[config.mk]
export PLATFORM = sky130hd
export DESIGN_NAME = flag_alu8
export DESIGN_NICKNAME = d
export VERILOG_FILES = /design/src/rtl/alu8_pkg.sv /design/src/rtl/alu_arith.sv /design/src/rtl/alu_logic.sv /design/src/rtl/alu_flag_reg.sv /design/src/rtl/flag_alu8.sv
export SDC_FILE = /design/constraint.sdc
export NUM_CORES = 1
export LEC_CHECK = 0
export BUFFER_PORTS_ARGS = -buffer_cell sky130_fd_sc_hd__buf_2
export CAP_MARGIN = 20
export CORE_ASPECT_RATIO = 0.8
export CORE_MARGIN = 3
export CORE_UTILIZATION = 46
export DETAILED_ROUTE_END_ITERATION = 6
export PLACE_DENSITY_LB_ADDON = 0.05
export SYNTH_ARGS = -nofsm -noshare
export SYNTH_HDL_FRONTEND = slang
export SYNTH_SLANG_ARGS = --single-unit
export TNS_END_PERCENT = 5
[constraint.sdc]
create_clock -name clk -period 3.6 [get_ports clk]
set_clock_uncertainty 0.1 [all_clocks]
set_input_delay 0.36 -clock clk [delete_from_list [all_inputs] [get_ports clk]]
set_output_delay 0.36 -clock clk [all_outputs]
set_load 0.05 [all_outputs]
[src/rtl/alu8_pkg.sv]
// Shared operation codes for the 8-bit flag ALU.
package alu8_pkg;
    localparam int OP_W = 3;

    typedef enum logic [OP_W-1:0] {
        OP_SUB  = 3'd0,
        OP_ADD  = 3'd1,
        OP_AND  = 3'd2,
        OP_DEC  = 3'd3,
        OP_CLR  = 3'd4,
        OP_ROL  = 3'd5,
        OP_RRC  = 3'd6,
        OP_PASS = 3'd7
    } alu_op_e;
endpackage

[src/rtl/alu_arith.sv]
// Arithmetic slice: add, subtract and decrement with a carry/borrow out.
// Assumes op is one of the arithmetic codes when its outputs are selected;
// other codes produce zero here.
module alu_arith
    import alu8_pkg::*;
#(
    parameter int WIDTH = 8
) (
    input  alu_op_e          op,
    input  logic [WIDTH-1:0] a,
    input  logic [WIDTH-1:0] b,
    output logic [WIDTH-1:0] res,
    output logic             cout
);
    localparam int EXT_W = WIDTH + 1;

    logic [EXT_W-1:0] ext;

    // One extended-width operation; the top bit is carry (add) or borrow (sub, dec).
    always_comb begin
        case (op)
            OP_ADD:  ext = {1'b0, a} + {1'b0, b};
            OP_SUB:  ext = {1'b0, a} - {1'b0, b};
            OP_DEC:  ext = {1'b0, a} - EXT_W'(1);
            default: ext = '0;
        endcase
        res  = ext[WIDTH-1:0];
        cout = ext[WIDTH];
    end

    // a decrement borrow can only come with an all-ones result.
    always_comb begin
        if (op == OP_DEC && cout)
            a_r4_dec_wrap_all_ones: assert (res == '1);
    end
endmodule

[src/rtl/alu_logic.sv]
// Logic and shift slice: AND, clear, circular rotate left, rotate right
// through carry, and pass-through. The carry out equals cin except for the
// right rotate, where it takes the bit shifted out.
module alu_logic
    import alu8_pkg::*;
#(
    parameter int WIDTH = 8
) (
    input  alu_op_e          op,
    input  logic [WIDTH-1:0] a,
    input  logic [WIDTH-1:0] b,
    input  logic             cin,
    output logic [WIDTH-1:0] res,
    output logic             cout
);
    // Select the bitwise or shifted value; only the right rotate touches carry.
    always_comb begin
        cout = cin;
        case (op)
            OP_AND:  res = a & b;
            OP_CLR:  res = '0;
            OP_ROL:  res = {a[WIDTH-2:0], a[WIDTH-1]};
            OP_RRC: begin
                res  = {cin, a[WIDTH-1:1]};
                cout = a[0];
            end
            OP_PASS: res = b;
            default: res = '0;
        endcase
    end

    // rotates keep the number of ones across the rotated path.
    always_comb begin
        if (op == OP_ROL)
            a_r6_rol_keeps_ones: assert ($countones(res) == $countones(a));
        if (op == OP_RRC)
            a_r7_rrc_keeps_ones: assert ($countones(res) + int'(cout) == $countones(a) + int'(cin));
    end
endmodule

[src/rtl/alu_flag_reg.sv]
// Zero and carry flag register. Loads on a rising edge while ld is high.
// A synchronous active-low reset clears both flags and wins over ld.
module alu_flag_reg (
    input  logic clk,
    input  logic rst_n,
    input  logic ld,
    input  logic z_in,
    input  logic c_in,
    output logic z_q,
    output logic c_q
);
    // Flag storage: reset first, then a conditional load.
    always_ff @(posedge clk) begin
        if (!rst_n) begin
            z_q <= 1'b0;
            c_q <= 1'b0;
        end else if (ld) begin
            z_q <= z_in;
            c_q <= c_in;
        end
    end

    // a reset edge leaves both flags clear.
    a_r11_reset_clears: assert property (@(posedge clk)
        !rst_n |=> (!z_q && !c_q));

    // without a load, the flags hold.
    a_r10_hold_without_load: assert property (@(posedge clk) disable iff (!rst_n)
        !ld |=> $stable({z_q, c_q}));
endmodule

[src/rtl/flag_alu8.sv]
// Top of the 8-bit flag ALU. It routes the operation to the arithmetic or
// logic slice, forms the zero indication from the selected result, and keeps
// the flags registered. Assumes op_sel and the operands are stable around the
// clock edge when flag_ld is high.
module flag_alu8
    import alu8_pkg::*;
#(
    parameter int WIDTH = 8
) (
    input  logic             clk,
    input  logic             rst_n,
    input  logic [OP_W-1:0]  op_sel,
    input  logic [WIDTH-1:0] a,
    input  logic [WIDTH-1:0] b,
    input  logic             flag_ld,
    output logic [WIDTH-1:0] result,
    output logic             zero_f,
    output logic             carry_f
);
    alu_op_e          op;
    logic             is_arith;
    logic [WIDTH-1:0] arith_res;
    logic [WIDTH-1:0] logic_res;
    logic             arith_c;
    logic             logic_c;
    logic             c_next;
    logic             z_next;

    assign op = alu_op_e'(op_sel);

    alu_arith #(.WIDTH(WIDTH)) u_arith (
        .op   (op),
        .a    (a),
        .b    (b),
        .res  (arith_res),
        .cout (arith_c)
    );

    alu_logic #(.WIDTH(WIDTH)) u_logic (
        .op   (op),
        .a    (a),
        .b    (b),
        .cin  (carry_f),
        .res  (logic_res),
        .cout (logic_c)
    );

    // Pick the slice that owns this operation and derive the next flags.
    always_comb begin
        is_arith = (op == OP_ADD) || (op == OP_SUB) || (op == OP_DEC);
        result   = is_arith ? arith_res : logic_res;
        c_next   = is_arith ? arith_c : logic_c;
        z_next   = (result == '0);
    end

    alu_flag_reg u_flags (
        .clk   (clk),
        .rst_n (rst_n),
        .ld    (flag_ld),
        .z_in  (z_next),
        .c_in  (c_next),
        .z_q   (zero_f),
        .c_q   (carry_f)
    );

    // a loaded zero result shows as a set zero flag.
    a_r9_zero_on_load: assert property (@(posedge clk) disable iff (!rst_n)
        (flag_ld && result == '0) |=> zero_f);

    // a loaded right rotate moves the old bit 0 into carry.
    a_r7_rrc_carry_from_bit0: assert property (@(posedge clk) disable iff (!rst_n)
        (flag_ld && op == OP_RRC) |=> (carry_f == $past(a[0])));

    // clear gives an all-zero result.
    always_comb begin
        if (op == OP_CLR)
            a_r5_clear_zero: assert (result == '0);
    end
endmodule

==> flow_metrics.py <==
metrics = {
    "place": {
        "io_buffers": 31,
        "place.gp.congestion": 0.8409,
        "dp_slack_ns": 0.07601,
        "dpl.cell_count": 207,
        "dp_hpwl_mm": 2.669,
        "dpl_cell_area_um2": 1236,
    },
    "cells_and_area": {
        "fillCellCount": 187,
        "n_antenna_cell": 0,
        "stdcell_count": 210,
        "finalNetCount": 220,
        "finalInstanceArea_um2": 1272,
        "layout-drive-gt1-share": 0.3065,
        "area_growth_pct": 23.42,
    },
    "power_and_ir_drop": {
        "p_clk_frac": 0.132,
        "internal_power_mw": 0.1699,
        "peakVddDrop_mv": 0.2181,
        "switching_share": 0.5457,
        "pwr-share-seq": 0.066,
        "p_leak_nw": 0.6190,
        "power_frac_comb": 0.802,
        "net-switching-power_mw": 0.2040,
        "power_density_nw_per_um2": 293.8,
    },
    "floorplan": {
        "core_area_um2": 1997,
        "dieHeight_um": 48.35,
        "initial_core_util": 0.5163,
        "fp-row-count": 14,
        "die_area_um2": 2849,
        "fp.dieW_um": 58.93,
        "io_pins": 32,
    },
    "routing": {
        "post_drt_wl_per_cell_um": 15.34,
        "drt_iter0_drc": 90,
        "dr_total_vias": 1292,
        "viasPerCell": 6.152,
        "dr.pass1.iters": 4,
        "drt-total-wl_mm": 3.221,
        "drc": 0,
        "drtAntennaViolNets": 0,
    },
    "clock_network": {
        "cts_sinks": 2,
        "root_buffer": "clkbuf_4",
        "cts.repair.resized": 0,
        "cts_tree": "yes",
        "postCtsSetupBuffers": 0,
        "htree_levels": 1,
        "cts_buffers": 3,
        "clkLatencyLatePin_ns": 0.22,
        "clk_pin_slew_ns": 0.03,
        "cts_hold_buf": 0,
        "clock_path_buffers": 2,
    },
    "min_path": {
        "hold_class": "in -> reg",
        "worstHoldPathCells": 3,
    },
    "grt": {
        "gr-total-overflow": 0,
        "grt_max_degree": 15,
        "antenna_found_initial": 0,
        "grtUsageTotal": 0.2261,
        "grtUsageMet2": 0.3511,
        "grt_most_used_layer": "met2",
        "globalRouteMet1Util": 0.3232,
        "grt_pass1_vias": 1115,
        "grt_pass1_wl_mm": 5.133,
        "use_met3": 0.02660,
    },
    "logic_synthesis": {
        "syn_area_um2": 1031,
        "synth_top_area_cell": "ha_1",
        "yosys_warnings": 0,
        "yosysSeqAreaShare": 0.03883,
        "synthesis.nets": 184,
        "syn_inst": 152,
        "ys_ff_latch": 2,
        "synth_edf_count": 0,
        "synthArstFlopShare": 0,
        "yosys.area.top_type_share": 0.1092,
        "netlist_top_cells_area": "ha_1 11%, nand2_1 9.5%, nor2_1 5.1%",
        "post_synth.cell_area_avg_um2": 6.783,
        "synth_cell_types": 44,
        "synth_flop_cell": "dfxtp_1",
    },
    "sta": {
        "worstMarginPinSlew_ns": 0.3750,
        "max_slew_margin": 0.7491,
        "final.setup.worst_slack_ns": 0.2407,
        "finalHoldViolations": 0,
        "final_max_slew_viol_count": 0,
        "finalCritPeriodShare": 0.9331,
        "setup_tns_ns": 0,
        "rsz0062_at_grt": "false",
        "setup_viol_count_final": 0,
        "fmax_ghz": 0.2977,
        "min_period_ns": 3.359,
    },
    "critical_path": {
        "r2r_setup_slack_ns": 2.16,
        "cp-endpoint": "result[7]",
        "timing.rr.end": "u_flags.z_q",
        "crit_fanout": 9,
        "critPathRequiredTime_ns": 3.14,
        "cp-end-kind": "output pin",
        "critPathKind": "in -> out",
        "crit_arrival_ns": 2.90,
        "startpoint": "op_sel[2]",
        "reg2reg_from": "u_flags.c_q",
        "r2r_cells": 6,
        "start_kind": "input port",
    },
    "outcome": {
        "status": "finished clean",
    },
    "run": {
        "maxCapViolations": 0,
    },
}
==> stage by stage <==
step             util  total power, mW  hold slack, ns
6_report       0.6372           0.3739          0.3359
5_1_grt        0.6372           0.4032          0.3415
4_1_cts        0.6303           0.3681          0.3362
3_5_place_dp   0.6190           0.3164          0.3965
3_3_place_gp   0.6190           0.3107          0.3813
2_1_floorplan       -           0.2437          0.4094
==> placed cells by master (no fill, tap or decap), drive strengths merged, types with 3 or more instances in the layout <==
cell type	count
clkbuf	5
ha	9
inv	9
xnor2	3
nor2	14
o31ai	4
a22oi	4
nor3	6
nand2b	5
o21ai	10
buf	34
nand3	5
a31oi	6
a21oi	6
nor2b	4
nand2	26
a32oi	3
xor2	7
==> cells in the mapped netlist, types with 2 or more instances <==
master / instances
o21ai_0: 8
o221ai_1: 2
nor3_1: 6
or4_1: 2
nand3_1: 5
xnor2_1: 3
a22o_1: 2
nor2_1: 14
nand2b_1: 5
dfxtp_1: 2
o31ai_1: 3
o21ai_1: 2
a21oi_1: 6
buf_6: 2
a22oi_1: 4
o21a_1: 2
nand2_1: 26
or2_2: 2
xor2_1: 6
a32oi_1: 3
nor2b_1: 3
a31oi_1: 6
inv_1: 9
ha_1: 9
==> power by group through the flow <==
stage                     registers [mW]  logic [mW]  clock network (mW)
final                             0.0248       0.300              0.0494
after global routing              0.0248       0.323              0.0557
after CTS                         0.0247       0.293              0.0506
after detailed placement          0.0250       0.291                   0
after global placement            0.0249       0.286                   0
after floorplan                   0.0289       0.215                   0
==> flip-flops by register name, indices dropped and copies added, names as in the netlist <==
name         flops
u_flags.c_q      1
u_flags.z_q      1
==> worst min-delay path by stage <==
| stage | endpoint | start |
|---|---|---|
| after floorplan | u_flags.c_q | rst_n |
| after global routing | u_flags.z_q | rst_n |
| final | u_flags.z_q | rst_n |
| after global placement | u_flags.z_q | u_flags.z_q |
| after CTS | u_flags.c_q | rst_n |
| after detailed placement | u_flags.z_q | u_flags.z_q |
==> worst max-delay path: stages <==
cell and delay, ns:
buf_2 0.20, inv_2 0.11, nand3_2 0.16, nor2b_1 0.19
a22o_1 0.21, inv_1 0.06, ha_1 0.26, nand2b_1 0.09
a21oi_1 0.09, or4_1 0.43, a31oi_2 0.20, xnor2_1 0.18
nand2_1 0.08, nand2_1 0.07, clkbuf_4 0.22
==> kinds of logic after synthesis <==
kind of cell    Yosys count  synth area share
compound gates           46            0.3143
mux                       2           0.02548
flops                     2           0.03884
xor+xnor                 10           0.09224
fa+ha+maj                10            0.1286
buf+inv                  14           0.08373
simple gates             68            0.3167
==> layer usage <==
| layer | up-vias | wire length [um] |
|---|---|---|
| met5 | - | 0 |
| met4 | 0 | 27 |
| met3 | 4 | 246 |
| met2 | 57 | 1481 |
| met1 | 602 | 1466 |
| li1 | 629 | - |
==> final cells by class <==
| cell class | instances | area, um2 | share of cell area |
|---|---|---|---|
| Multi-Input combinational cell | 136 | 948.4 | 0.7453 |
| Clock buffer | 3 | 22.52 | 0.01770 |
| Sequential cell | 2 | 40.04 | 0.03147 |
| Timing Repair Buffer | 36 | 197.7 | 0.1554 |
| Inverter | 9 | 33.78 | 0.02655 |
| Tap cell | 24 | 30.03 | 0.02360 |
No activity file was read; power rests on OpenSTA's default activity.
